[config.mk]
export PLATFORM = sky130hd
export DESIGN_NAME = gpio_irq_gen
export DESIGN_NICKNAME = d
export VERILOG_FILES = /design/src/rtl/gpio_irq_pkg.sv /design/src/rtl/gpio_irq_sync.sv /design/src/rtl/gpio_irq_detect.sv /design/src/rtl/gpio_irq_regs.sv /design/src/rtl/gpio_irq_gen.sv
export SDC_FILE = /design/constraint.sdc
export NUM_CORES = 1
export LEC_CHECK = 0
export ABC_AREA = 1
export BUFFER_PORTS_ARGS = -buffer_cell sky130_fd_sc_hd__clkbuf_2
export CORE_MARGIN = 10
export CORE_UTILIZATION = 54
export CTS_BUF_LIST = sky130_fd_sc_hd__clkbuf_16
export CTS_CLUSTER_SIZE = 30
export DETAILED_ROUTE_END_ITERATION = 10
export PLACE_DENSITY = 0.74
export SYNTH_ARGS = -nofsm -noshare
export SYNTH_HDL_FRONTEND = slang
export SYNTH_SLANG_ARGS = --single-unit
[constraint.sdc]
create_clock -name clk_i -period 1.2 [get_ports clk_i]
set_input_delay 0.12 -clock clk_i [delete_from_list [all_inputs] [get_ports clk_i]]
set_output_delay 0.12 -clock clk_i [all_outputs]
set_load 0.05 [all_outputs]
[src/rtl/gpio_irq_pkg.sv]
package gpio_irq_pkg;
  localparam int unsigned ADDR_W = 3;
  typedef enum logic [ADDR_W-1:0] {
    A_EN    = 3'd0,
    A_SENSE = 3'd1,
    A_BOTH  = 3'd2,
    A_POL   = 3'd3,
    A_RAW   = 3'd4,
    A_MASK  = 3'd5,
    A_CLR   = 3'd6
  } reg_addr_e;
endpackage

[src/rtl/gpio_irq_sync.sv]
module gpio_irq_sync #(
  parameter int unsigned N_PINS = 8
) (
  input  logic              clk_i,
  input  logic              rst_ni,
  input  logic [N_PINS-1:0] pin_i,
  output logic [N_PINS-1:0] sync_o,
  output logic [N_PINS-1:0] prev_o
);
  logic [N_PINS-1:0] meta_q, sync_q, prev_q;
  logic [1:0] warm_q;

  always_ff @(posedge clk_i or negedge rst_ni) begin
    if (!rst_ni) begin
      meta_q <= '0;
      sync_q <= '0;
      prev_q <= '0;
    end else begin
      meta_q <= pin_i;
      sync_q <= meta_q;
      prev_q <= sync_q;
    end
  end

  // cycles since reset, saturating; only qualifies the assertion below
  always_ff @(posedge clk_i or negedge rst_ni) begin
    if (!rst_ni)            warm_q <= 2'd0;
    else if (warm_q != 2'd3) warm_q <= warm_q + 2'd1;
  end

  assign sync_o = sync_q;
  assign prev_o = prev_q;

  AST_SYNC_LATENCY: assert property (@(posedge clk_i) disable iff (!rst_ni)
    warm_q[1] |-> (sync_o == $past(pin_i, 2)));
endmodule

[src/rtl/gpio_irq_detect.sv]
module gpio_irq_detect #(
  parameter int unsigned N_PINS = 8
) (
  input  logic              clk_i,
  input  logic              rst_ni,
  input  logic [N_PINS-1:0] sync_i,
  input  logic [N_PINS-1:0] prev_i,
  input  logic [N_PINS-1:0] sense_i,
  input  logic [N_PINS-1:0] both_i,
  input  logic [N_PINS-1:0] pol_i,
  input  logic [N_PINS-1:0] clr_i,
  output logic [N_PINS-1:0] raw_o
);
  logic [N_PINS-1:0] raw_q;

  for (genvar i = 0; i < N_PINS; i++) begin : g_pin
    logic rise, fall, edge_ev, lvl_ev;
    assign rise    = sync_i[i] & ~prev_i[i];
    assign fall    = ~sync_i[i] & prev_i[i];
    assign edge_ev = both_i[i] ? (rise | fall) : (pol_i[i] ? rise : fall);
    assign lvl_ev  = ~(sync_i[i] ^ pol_i[i]);

    always_ff @(posedge clk_i or negedge rst_ni) begin
      if (!rst_ni)        raw_q[i] <= 1'b0;
      else if (sense_i[i]) raw_q[i] <= lvl_ev;
      else                raw_q[i] <= (raw_q[i] & ~clr_i[i]) | edge_ev;  // new event beats clear
    end

    AST_EDGE_HOLD: assert property (@(posedge clk_i) disable iff (!rst_ni)
      (raw_q[i] && !sense_i[i] && !clr_i[i]) |=> (raw_q[i] || sense_i[i]));
    AST_LEVEL_ON: assert property (@(posedge clk_i) disable iff (!rst_ni)
      (sense_i[i] && (sync_i[i] == pol_i[i])) |=> raw_q[i]);
    AST_LEVEL_OFF: assert property (@(posedge clk_i) disable iff (!rst_ni)
      (sense_i[i] && (sync_i[i] != pol_i[i])) |=> !raw_q[i]);
    AST_CLR_RACE: assert property (@(posedge clk_i) disable iff (!rst_ni)
      (!sense_i[i] && !both_i[i] && pol_i[i] && sync_i[i] && !prev_i[i]) |=> raw_q[i]);
  end

  assign raw_o = raw_q;
endmodule

[src/rtl/gpio_irq_regs.sv]
module gpio_irq_regs
  import gpio_irq_pkg::*;
#(
  parameter int unsigned N_PINS = 8
) (
  input  logic              clk_i,
  input  logic              rst_ni,
  input  logic              we_i,
  input  logic [ADDR_W-1:0] addr_i,
  input  logic [N_PINS-1:0] wdata_i,
  input  logic [N_PINS-1:0] raw_i,
  output logic [N_PINS-1:0] rdata_o,
  output logic [N_PINS-1:0] en_o,
  output logic [N_PINS-1:0] sense_o,
  output logic [N_PINS-1:0] both_o,
  output logic [N_PINS-1:0] pol_o,
  output logic [N_PINS-1:0] clr_o
);
  logic [N_PINS-1:0] en_q, sense_q, both_q, pol_q;
  reg_addr_e addr;
  assign addr = reg_addr_e'(addr_i);

  always_ff @(posedge clk_i or negedge rst_ni) begin
    if (!rst_ni) begin
      en_q    <= '0;
      sense_q <= '0;
      both_q  <= '0;
      pol_q   <= '0;
    end else if (we_i) begin
      case (addr)
        A_EN:    en_q    <= wdata_i;
        A_SENSE: sense_q <= wdata_i;
        A_BOTH:  both_q  <= wdata_i;
        A_POL:   pol_q   <= wdata_i;
        default: ;
      endcase
    end
  end

  assign clr_o = (we_i && addr == A_CLR) ? wdata_i : '0;

  always_comb begin
    case (addr)
      A_EN:    rdata_o = en_q;
      A_SENSE: rdata_o = sense_q;
      A_BOTH:  rdata_o = both_q;
      A_POL:   rdata_o = pol_q;
      A_RAW:   rdata_o = raw_i;
      A_MASK:  rdata_o = raw_i & en_q;
      default: rdata_o = '0;
    endcase
  end

  assign en_o    = en_q;
  assign sense_o = sense_q;
  assign both_o  = both_q;
  assign pol_o   = pol_q;

  AST_CFG_WRITE: assert property (@(posedge clk_i) disable iff (!rst_ni)
    (we_i && addr == A_EN) |=> (en_o == $past(wdata_i)));
  AST_CFG_HOLD: assert property (@(posedge clk_i) disable iff (!rst_ni)
    !we_i |=> ($stable(en_o) && $stable(sense_o) && $stable(both_o) && $stable(pol_o)));
endmodule

[src/rtl/gpio_irq_gen.sv]
module gpio_irq_gen
  import gpio_irq_pkg::*;
#(
  parameter int unsigned N_PINS = 8
) (
  input  logic              clk_i,
  input  logic              rst_ni,
  input  logic [N_PINS-1:0] pin_i,
  input  logic              we_i,
  input  logic [ADDR_W-1:0] addr_i,
  input  logic [N_PINS-1:0] wdata_i,
  output logic [N_PINS-1:0] rdata_o,
  output logic              irq_o
);
  logic [N_PINS-1:0] sync, prev, raw, en, sense, both, pol, clr;

  gpio_irq_sync #(.N_PINS(N_PINS)) u_sync (
    .clk_i, .rst_ni, .pin_i, .sync_o(sync), .prev_o(prev)
  );

  gpio_irq_detect #(.N_PINS(N_PINS)) u_detect (
    .clk_i, .rst_ni, .sync_i(sync), .prev_i(prev), .sense_i(sense),
    .both_i(both), .pol_i(pol), .clr_i(clr), .raw_o(raw)
  );

  gpio_irq_regs #(.N_PINS(N_PINS)) u_regs (
    .clk_i, .rst_ni, .we_i, .addr_i, .wdata_i, .raw_i(raw), .rdata_o,
    .en_o(en), .sense_o(sense), .both_o(both), .pol_o(pol), .clr_o(clr)
  );

  assign irq_o = |(raw & en);

  AST_IRQ_NEEDS_EN: assert property (@(posedge clk_i) disable iff (!rst_ni)
    irq_o |-> (en != '0));
  AST_IRQ_NEEDS_RAW: assert property (@(posedge clk_i) disable iff (!rst_ni)
    irq_o |-> ($countones(raw) != 0));
  AST_IRQ_ON_ENABLE: assert property (@(posedge clk_i) disable iff (!rst_ni)
    (we_i && addr_i == A_EN && ((raw & wdata_i) != '0) && (sense == '0) && (clr == '0)) |=> irq_o);
endmodule

==> results of run 1 <==
## per-layer routing
layer  vias up  track usage [%]  part of all wire [%]  routed length [um]
li1       1474                -                     -                   -
met1      1441             19.9                    41                3530
met2       113             30.0                    51                4400
met3        28             3.98                   5.5                 475
met4         0             8.05                   3.0                 260
met5         -                0                     0                   0
## layout make-up
type / count / area, um2
multi-input combinational: 272 / 1510
fill: 425 / 1400
timing repair buffer: 83 / 732
sequential: 64 / 1600
inverter: 68 / 255
clock inverter: 6 / 28.8
clock buffer: 9 / 225
tap: 75 / 93.8
## worst max-delay path by stage
| stage | end | slack [ps] | depth (start not counted) |
|---|---|---|---|
| after floorplan | rdata_o[1] | 20 | 7 |
| after global placement | u_regs.both_o[5] | -70 | 8 |
| after detailed placement | u_regs.both_o[2] | -100 | 8 |
| after CTS | rdata_o[4] | -260 | 6 |
| after global routing | rdata_o[4] | -320 | 6 |
| final | rdata_o[1] | -250 | 6 |
## cells in the final DEF (no fill, tap or decap), types with 2 or more instances in the layout
cell type and n:
o21ai_1 8, nand3_4 2, nand2_1 110, a21oi_2 9, nand2_2 13, ha_1 10
o21ai_0 37, nand4_1 3, clkinv_1 2, clkinv_2 2, inv_1 50, nand3_2 2
ha_4 3, nor2_1 10, inv_2 19, nor2_2 11, clkbuf_16 9, buf_6 3
buf_12 9, clkbuf_2 20, a21oi_1 17, nand2_4 2, nand3b_1 3, nand3_1 27
dfrtp_1 64, buf_8 2, ha_2 3, buf_4 39, dlygate4sd3_1 9
## worst max-delay path, delay by kind of cell, from the launching register on
kind                   cells  cell delay, ps
DFF                        1             400
and+or+nand+nor            5             460
buffers and inverters      1             140
## state kept, by name (all words and copies together) (netlist names)
name            flops
u_detect.raw_o      8
u_regs.both_o       8
u_regs.en_o         8
u_regs.pol_o        8
u_regs.sense_o      8
u_sync.meta_q       8
u_sync.prev_o       8
u_sync.sync_o       8
## per-stage QoR
step	hold slack (ps)	worst slack (ps)	area, um2
finish	98.8	-250	4450
global route	118	-320	4450
CTS	92.7	-264	4250
detailed placement	158	-101	3790
global placement	155	-67.0	3790
floorplan	-176	15.7	3280
## what timing repair did
item | in CTS | in global routing
pin swaps | 12 | 23
setup endpoints to repair | 13 | 17
hold endpoints to repair | 72 | 0
hold buffers | 9 | 0
gates resized for setup | 12 | 48
buffers inserted | 11 | 9
## power groups by stage
stage / sequential [uW] / clock [uW] / combinational, uW
2_1_floorplan: 2740 / 0 / 995
3_3_place_gp: 2800 / 0 / 1520
3_5_place_dp: 2810 / 0 / 1570
4_1_cts: 2770 / 2260 / 1750
5_1_grt: 2860 / 2370 / 2120
6_report: 2810 / 2230 / 1940
## cells by family (layout without fill, tap and decap cells)
family	after synthesis	count (layout)
AOI/OAI and AO/OA	72	72
DFF	64	64
and+or+nand+nor	184	184
adders and majority gates	16	16
buffers and inverters	77	166
==> summary.md, run 1 <==
| Metric | Value |
|---|---|
| Power density cells | `1570 nW/um2` |
| Worst setup SP type | `flop` |
| Worst skew pair latency | `330 ps` |
| Seq cells post-synth | `64` |
| DRC viols | `0` |
| Pwr Total | `6980 uW` |
| Cell Area, Synth | `3230 um2` |
| Synth area leader | `dfrtp_1` |
| Vias per cell | `5.30` |
| Post-Synth XOR/XNOR Area | `0%` |
| Seq/Total Area, Yosys | `49.5%` |
| Post-Synth Adder-Cell Area | `6.19%` |
| Min-delay src | `wdata_i[4]` |
| Clock Tree Buf Depth | `2` |
| Cell Int Power | `4710 uW` |
| Slew HR | `77.5%` |
| Top-area cell type share of the netlist area | `49.5%` |
| Mapped Nets | `451` |
| DIE AREA | `9480 um2` |
| Worst Setup SP | `u_regs.en_o[1]` |
| Cell Count, Final, Fillers Out | `577` |
| Clk network pwr share | `31.9%` |
| Area growth syn-to-layout | `37.7%` |
| Crit path setup slack, layout | `-250 ps` |
| Post-layout util | `76.1%` |
| Die Ht | `97.4 um` |
| Register-to-Register Path Depth | `7` |
| Num rows | `28` |
| Port buffer count | `30` |
| Largest net degree at the start of global routing | `65` |
| Layout cells sized above 1 | `30.1%` |
| WP data required | `1080 ps` |
| List of most frequent post-synthesis cells | `nand2_1 (124), inv_1 (67), dfrtp_1 (64)` |
| Cells after synthesis | `413` |
| Starting Density | `55.3%` |
| 1st-iter DRT viols | `164` |
| Final hold violation count | `0` |
| Complex-gate fraction of the synthesized area | `11.3%` |
| Leakage power | `0.00232 uW` |
| Top Ports | `31` |
| Hold Crit Depth | `3` |
| Clock buffer count from CTS | `9` |
| Post-DR wirelength/cell | `15.0 um` |
| Clock Pin Slew Worst Setup and Hold Paths | `50 ps` |
| Clock root cell | `clkbuf_16` |
| VDD IR-drop max | `1.56 mV` |
| Synth Area in Simple Gates | `23.9%` |
| Gpl congestion | `0.833` |
| CORE AREA | `5850 um2` |
| CP Capture Type | `primary output` |
| # clock sinks | `64` |
| Top cells by area, synth | `dfrtp_1 (50%), nand2_1 (14%), inv_1 (7.8%), ha_1 (6.2%), o21ai_0 (5.7%)` |
| Max-cap violations | `0` |
| Reg-to-Reg End | `u_detect.raw_o[1]` |
| Die width | `97.4 um` |
| Vias in the first global route | `2,896` |
| Ys Warns | `0` |
| Antenna violations before repair | `0` |
| CP Max Fanout | `3` |
| HPWL after DPL | `5400 um` |
| Post-synthesis cell type count | `18` |
| R2r setup slk | `20 ps` |
| Combinational power share | `27.8%` |
| Mean Syn Cell Area | `7.83 um2` |
| Min-Delay Endpoint | `u_regs.sense_o[4]` |
| Multiplexer share of the synthesized area | `0%` |
| Synth Flop Type | `dfrtp_1` |
| Cell with the most instances after synthesis | `nand2_1` |
| Failing checks | `negative setup slack` |
| Post-synth EDFFs | `0` |
| Largest family of logic cells by synthesized area | `simple AND/OR/NAND/NOR gates` |
| Worst-path cell chain | `nand2_2, nand3b_1, nand2_1, nor2_2, nand2_4, buf_12` |
| GR Overflow Total | `0` |
| Ys async rst share | `100%` |
| Via count | `3,056` |
| Critical Path AT | `1330 ps` |
| H-tree levels | `3` |
| Drt first pass iters | `5` |
| Fin. max-slew vios | `0` |
| ANT nets after route | `0` |
| Kind of critical path | `reg2out` |
| Reg power frac | `40.3%` |
| Slowest CP cell | `dfrtp_1` |
| Status | `complete, but fails checks` |
| Final Setup Violations | `9` |
| Min cycle time layout | `1450 ps` |
| Final Skew | `3.10 ps` |
| Final #Nets | `536` |
| RSZ-0062 raised after global routing | `true` |
| F_max | `690 MHz` |
| Number of diodes | `0` |
| Delay of the slowest critical-path stage | `400 ps` |
| First-pass GRT wire length | `13,600 um` |
| Sw Ratio | `32.5%` |
| GRT Overall Usage | `17.4%` |
| Total wire length | `8660 um` |
| Sw power | `2270 uW` |
| Total negative slack | `-1900 ps` |
| HP Class | `in2reg` |
| Launching point of the worst reg2reg path | `u_sync.sync_o[1]` |
| CTS tree | `done` |
| Post-Place Cells | `533` |
| Worst-margin pin slew | `337 ps` |
| Fin crit share | `121%` |
Power figures use the tool's default switching activity.
==> run 2: changes to the inputs <==
Settings changed: CAP_MARGIN set to 10, PLACE_DENSITY 0.74 to 0.73, SYNTH_HIERARCHICAL set to 1.
==> run 2 against run 1 <==
  * The run still ends with negative setup slack left
  * Clock skew increased by 0.95 ps
  * Sequential power decreased by 1%
  * Routed wire length increased by 3.9%
  * Total power increased by 15%
  * Sequential cell count unchanged
  * Via count increased by 6.6%
  * Count of clock-buffer cells in the layout unchanged
  * Critical path type unchanged
  * Largest cell class is now multi-input combinational cells
==> summary.md, run 2 <==
| Metric | Value |
|---|---|
| Max-cap violations | `0 (unchanged)` |
| CP Max Fanout | `4 (+1)` |
| Met3 Track Usage GR | `3.95% (-0.035 points)` |
| Mean Syn Cell Area | `7.97 um2 (+1.8%)` |
| DRC viols | `0 (unchanged)` |
| GRT Overall Usage | `18.6% (+1.1 points)` |
| Number of fill cells | `455 (+7.1%)` |
| Status | `complete, but fails checks` |
| WP data required | `1080 ps (about the same)` |
| Layout cells sized above 1 | `29.1% (-0.99 points)` |
| GR met2 Demand/Resource | `31.1% (+1.0 points)` |
| ANT nets after route | `0 (unchanged)` |
| Commonest non-fill, non-tap cell in the layout | `nand2_1` |
| List of most frequent post-synthesis cells | `nand2_1 (132), inv_1 (80), dfrtp_1 (64)` |
| Seq cells post-synth | `64 (unchanged)` |
| Clock Tree Buf Depth | `2 (unchanged)` |
| Starting Density | `56.0% (+0.77 points)` |
| Vias per cell | `5.20 (-1.9%)` |
| Cells after synthesis | `449 (+8.7%)` |
| Die width | `101 um (+4.1%)` |
| Clock buffer count from CTS | `9 (unchanged)` |
| Combinational power share | `28.0% (+0.2 points)` |
| RSZ-0062 raised after global routing | `true` |
| Vias in the first global route | `3,354 (+16%)` |
| First-pass GRT wire length | `15,200 um (+12%)` |
| Port buffer count | `30 (unchanged)` |
| Failing checks | `negative setup slack` |
| CP Capture Type | `primary output` |
| Die Ht | `101 um (+4.1%)` |
| Power density cells | `1650 nW/um2 (+5.0%)` |
| Ys Warns | `6 (+6)` |
| Final Setup Violations | `9 (unchanged)` |
| GR Util met1 | `22.0% (+2.1 points)` |
| Antenna violations before repair | `0 (unchanged)` |
| Area growth syn-to-layout | `36.1%` |
| Worst setup SP type | `flop` |
| Busiest grt layer | `met2` |
| Slew HR | `77.1% (-0.37 points)` |
| Mapped Nets | `487 (+8.0%)` |
| Total wire length | `9000 um (+3.9%)` |
| Placement Cell Area | `4130 um2 (+8.9%)` |
| DIE AREA | `10,300 um2 (+8.4%)` |
| Critical Path AT | `1250 ps (-80 ps)` |
| Top cells by area, synth | `dfrtp_1 (45%), nand2_1 (14%), inv_1 (8.4%), ha_1 (5.6%), nand3_1 (4.8%)` |
| Reg power frac | `34.5% (-5.8 points)` |
| Drt first pass iters | `7 (+2)` |
| Post-synthesis cell type count | `23 (+5)` |
| Post-synth EDFFs | `0 (unchanged)` |
| H-tree levels | `3 (unchanged)` |
| Seq/Total Area, Yosys | `44.8% (-4.8 points)` |
| Fin. max-slew vios | `0 (unchanged)` |
| Min cycle time layout | `1370 ps (-77.9 ps)` |
| Sw Ratio | `30.8% (-1.8 points)` |
| Gpl congestion | `0.800 (-4.0%)` |
| VDD IR-drop max | `1.19 mV (-24%)` |
| CORE AREA | `6390 um2 (+9.2%)` |
| Num rows | `29 (+3.6%)` |
| Number of diodes | `0 (unchanged)` |
| Top-area cell type share of the netlist area | `44.8% (-4.8 points)` |
| Crit path setup slack, layout | `-172 ps (+77.9 ps)` |
| Kind of critical path | `reg2out` |
| Final hold violation count | `0 (unchanged)` |
| Cell with the most instances after synthesis | `nand2_1` |
| Largest net degree at the start of global routing | `65 (unchanged)` |
| GR Overflow Total | `0 (unchanged)` |
| HPWL after DPL | `5820 um (+7.7%)` |
| Clock root cell | `clkbuf_16` |
| Worst-margin pin slew | `343 ps (+6.69 ps)` |
| Fin crit share | `114% (-6.5 points)` |
| # clock sinks | `64 (unchanged)` |
| Cell Count, Final, Fillers Out | `627 (+8.7%)` |
| Post-Place Cells | `572 (+7.3%)` |
| 1st-iter DRT viols | `212 (+29%)` |
| Synth Flop Type | `dfrtp_1` |
| Post-route cell area | `4870 um2 (+9.4%)` |
| CTS tree | `done` |
| Post-DR wirelength/cell | `14.4 um (-4.4%)` |
| Via count | `3,259 (+6.6%)` |
| Sw power | `2470 uW (+8.7%)` |
| Final Skew | `4.05 ps (+0.949 ps)` |
| Clk network pwr share | `37.5% (+5.6 points)` |
| Final #Nets | `583 (+8.8%)` |
| Cell Area, Synth | `3580 um2 (+11%)` |
| HP Class | `in2reg` |
| Ys async rst share | `100% (unchanged)` |
| F_max | `729 MHz (+5.7%)` |
| Cell Int Power | `5560 uW (+18%)` |
| Synth area leader | `dfrtp_1` |
| Clock Pin Slew Worst Setup and Hold Paths | `60 ps (about the same)` |
| Most frequent cells in the layout | `nand2_1 (124), inv_1 (75), dfrtp_1 (63)` |
| Top Ports | `31 (unchanged)` |
| Worst skew pair latency | `330 ps (about the same)` |
| Leakage power | `0.00265 uW (+14%)` |
## run 2: changes by cell type after synthesis, moves of 4 or more
cell and change:
a21oi_1 -10, buf_6 +6, clkbuf_1 -4, inv_1 +13, nand2_1 +8, nand4_1 +12
nor2_1 +17, nor2_2 -4, o21a_1 +8, o21ai_0 -37, o21ai_2 +16
## run 2: final timing paths
path,from,end,slack (ps),cells after the start
setup reg to reg,u_sync/sync_o[7],u_detect/raw_o[7],20,7
max in group asynchronous,rst_ni,u_detect/raw_o[5],560,3
hold reg to reg,u_sync/meta_q[0],u_sync/sync_o[0],350,0
min in group asynchronous,rst_ni,u_sync/prev_o[3],340,3
setup / recovery,u_detect/raw_o[5],irq_o,-170,5
hold / removal,wdata_i[6],u_regs/both_o[6],130,3
## run 2: per-layer routing
metal | vias up | wire, um
met3 | 21 | 553
met4 | 0 | 167
met5 | - | 0
met1 | 1533 | 3730
li1 | 1590 | -
met2 | 115 | 4550
## run 2: worst max-delay path, stage by stage, from the launching register on
cell and delay [ps]:
dfrtp_2 430, nand2_1 100, nand2_1 50, nor2_1 80, nand2_1 90, buf_8 160
## run 2: area by class of cell
type	instances	area [um2]	share of cell area [%]
repair buffers	97	868	17.8
multi-input cells	289	1640	33.7
flip-flops and latches	64	1600	32.9
well taps	77	96.3	1.98
clock buffers	9	225	4.62
clock inverters	7	119	2.44
inverters	84	318	6.52
## run 2: logic make-up (layout without fill, tap and decap cells)
| kind of cell | count (synthesis) | in the layout | share of synthesized area, % |
|---|---|---|---|
| adder cells (fa/ha/maj) | 16 | 16 | 5.59 |
| AO/OA/AOI/OAI | 48 | 48 | 8.95 |
| flip-flops | 64 | 64 | 44.8 |
| AND/OR/NAND/NOR | 225 | 225 | 28.9 |
| buffers and inverters | 96 | 197 | 11.8 |
## run 2: power by group through the flow
stage / Combinational (uW) / Clock [uW] / Sequential (uW)
detailed placement: 1760 / 0 / 2880
CTS: 2110 / 3050 / 2760
global route: 2480 / 3130 / 2820
floorplan: 1160 / 0 / 2780
finish: 2250 / 3010 / 2770
global placement: 1690 / 0 / 2860
## run 2: timing repair
action                                 CTS  global route
hold buffers                             9             0
pin swaps                               21            22
setup endpoints to repair                9            15
resized for setup                        2            20
endpoints found under the hold margin   72             0
setup buffers                           20            10
## run 2: metrics by stage
stage          hold WS, ps  total power (uW)  util, %  setup slack (ps)  setup TNS (ps)
5_1_grt                155              8440     76.3              -256           -2070
2_1_floorplan         -176              3940        -              62.8               0
6_report               127              8030     76.3              -172           -1280
3_3_place_gp           159              4550     64.7             -14.7           -46.5
3_5_place_dp           159              4640     64.7             -77.0            -744
4_1_cts                119              7920     74.0              -179           -1490
==> run 3: changes to the inputs <==
Settings changed: CORE_UTILIZATION 54 to 45, PLACE_DENSITY 0.73 to not set.
==> run 3 against run 2 <==
  * The flow still finishes with violations (negative setup slack)
  * Final cell count is 4.3% higher
  * Critical endpoint is now rdata_o[7]
  * Clock skew up 0.85 ps
  * Sequential power hardly changed
  * Total power fell by 4.7%
  * First-iteration DRC count decreased by 19%
  * Routed wire length is 2.4% lower
  * Worst hold slack improved by 5.3 ps
==> summary.md, run 3 (synthesis results as in run 2) <==
| Metric | Value |
|---|---|
| Status | `complete, but fails checks` |
| Failing checks | `negative setup slack` |
| ANT nets after route | `0 (unchanged)` |
| Post-Place Cells | `602 (+5.2%)` |
| Most frequent cells in the layout | `nand2_1 (124), inv_1 (77), dfrtp_1 (64)` |
| Leakage power | `0.00264 uW (-0.28%)` |
| # clock sinks | `64 (unchanged)` |
| CTS tree | `done` |
| Num rows | `32 (+10%)` |
| Clock buffer count from CTS | `9 (unchanged)` |
| Commonest non-fill, non-tap cell in the layout | `nand2_1` |
| H-tree levels | `3 (unchanged)` |
| Crit path setup slack, layout | `-161 ps (+11.6 ps)` |
| HP Class | `in2reg` |
| Final hold violation count | `0 (unchanged)` |
| Post-DR wirelength/cell | `13.4 um (-6.4%)` |
| Top Ports | `31 (unchanged)` |
| Cell Count, Final, Fillers Out | `654 (+4.3%)` |
| GR Overflow Total | `0 (unchanged)` |
| Final Setup Violations | `9 (unchanged)` |
| Power density cells | `1570 nW/um2 (-4.4%)` |
| Fin. max-slew vios | `0 (unchanged)` |
| RSZ-0062 raised after global routing | `true` |
| Kind of critical path | `reg2out` |
| Vias per cell | `4.86 (-6.5%)` |
| Total wire length | `8780 um (-2.4%)` |
| Worst setup SP type | `flop` |
| Gpl congestion | `0.815 (+1.9%)` |
| VDD IR-drop max | `0.920 mV (-23%)` |
| Pwr Total | `7650 uW (-4.7%)` |
| Min cycle time layout | `1360 ps (-11.6 ps)` |
| Max-cap violations | `0 (unchanged)` |
| Via count | `3,179 (-2.5%)` |
| Worst-margin pin slew | `372 ps (+29.1 ps)` |
| Clock root cell | `clkbuf_16` |
| DIE AREA | `11,900 um2 (+16%)` |
| HPWL after DPL | `6030 um (+3.7%)` |
| WP data required | `1080 ps (about the same)` |
| Fin crit share | `113% (-0.97 points)` |
| Crit path max-delay family | `flip-flops` |
| Slowest CP cell | `dfrtp_1` |
| GRT Overall Usage | `15.5% (-3.0 points)` |
| Final #Nets | `585 (+0.34%)` |
| 1st-iter DRT viols | `172 (-19%)` |
| Largest net degree at the start of global routing | `65 (unchanged)` |
| Clock Tree Buf Depth | `2 (unchanged)` |
| Worst-path cell chain | `nand3_1, nand2_1, nor2_1, nand2_2, buf_12` |
| Die width | `109 um (+7.7%)` |
| R2r setup slk | `60 ps (+40 ps)` |
| Delay of the slowest critical-path stage | `400 ps (-30 ps)` |
| Port buffer count | `30 (unchanged)` |
| Bufs and invs on worst path | `1 (unchanged)` |
| Critical Path AT | `1240 ps (about the same)` |
| Number of diodes | `0 (unchanged)` |
| Antenna violations before repair | `0 (unchanged)` |
| Area growth syn-to-layout | `35.7%` |
| F_max | `735 MHz (+0.85%)` |
| CP Max Fanout | `4 (unchanged)` |
| Vias in the first global route | `3,133 (-6.6%)` |
| Worst skew pair latency | `330 ps (about the same)` |
| Slew HR | `75.2% (-1.9 points)` |
| Place WS | `-75.9 ps (+1.01 ps)` |
| First-pass GRT wire length | `14,800 um (-2.9%)` |
| Starting Density | `46.3% (-9.7 points)` |
| CP Capture Type | `primary output` |
| CORE AREA | `7730 um2 (+21%)` |
| Layout cells sized above 1 | `27.5% (-1.6 points)` |
| Drt first pass iters | `4 (-3)` |
| Final Skew | `4.90 ps (+0.847 ps)` |
| Die Ht | `109 um (+7.7%)` |
| Clock Pin Slew Worst Setup and Hold Paths | `50 ps (about the same)` |
| DRC viols | `0 (unchanged)` |
-- run 3: cell count changes in the layout (fill, tap and decap cells not counted), moves of 2 or more --
| cell | delta |
|---|---|
| inv_1 | +2 |
| nor2_2 | -4 |
| nand3_1 | +2 |
| inv_2 | -2 |
| clkinv_2 | +2 |
| nor2_1 | +4 |
| buf_4 | +2 |
| nand3_2 | -2 |
-- run 3: stage by stage --
stage	TNS, ps	cell area (um2)	util, %	hold WS (ps)
after floorplan	0	3600	-	-176
after global placement	-654	4200	54.4	167
after detailed placement	-1380	4200	54.4	162
after CTS	-1410	4770	61.7	132
after global routing	-1870	4850	62.8	156
final	-1270	4850	62.8	132
-- run 3: final timing paths --
path                              startpoint                end  cells after the start
min in group asynchronous             rst_ni   u_sync/prev_o[3]                      3
setup reg to reg            u_sync/sync_o[1]  u_detect/raw_o[1]                      7
setup / recovery           u_detect/raw_o[7]         rdata_o[7]                      5
hold reg to reg             u_sync/meta_q[3]   u_sync/sync_o[3]                      0
hold / removal                    wdata_i[6]  u_regs/sense_o[6]                      3
max in group asynchronous             rst_ni     u_regs/en_o[0]                      3
-- run 3: tightest hold or removal path, cell delays in order --
cell and delay [ps]:
clkbuf_2 80, inv_1 90, o21ai_2 140
-- run 3: metal layers --
| metal | wire length [um] | up-vias | share of wire (%) | GRT usage (%) |
|---|---|---|---|---|
| met4 | 130 | 0 | 1.5 | 6.51 |
| met1 | 4020 | 1499 | 46 | 20.0 |
| met5 | 0 | - | 0 | 0 |
| met2 | 4220 | 68 | 48 | 24.9 |
| met3 | 414 | 13 | 4.7 | 3.01 |
| li1 | - | 1599 | - | - |
-- run 3: timing repair --
action | 4_1_cts | 5_1_grt
pin swaps | 25 | 20
resized for setup | 2 | 11
endpoints found under the setup margin | 9 | 12
hold endpoints to repair | 72 | 0
hold buffers | 9 | 0
setup buffers | 21 | 6
-- run 3: where the power goes --
group | internal, uW | leakage, uW | total [uW] | switching, uW
Combinational | 1000 | 0.00174 | 2160 | 1160
Clock | 1800 | 0.000154 | 2730 | 930
Sequential | 2500 | 0.000753 | 2760 | 262
-- run 3: final cells by class --
cell class / instances / area [um2]
Clock buffer: 9 / 225
Clock inverter: 7 / 86.3
Fill cell: 660 / 2870
Inverter: 84 / 318
Multi-Input combinational cell: 289 / 1610
Sequential cell: 64 / 1600
Tap cell: 102 / 128
Timing Repair Buffer: 99 / 883
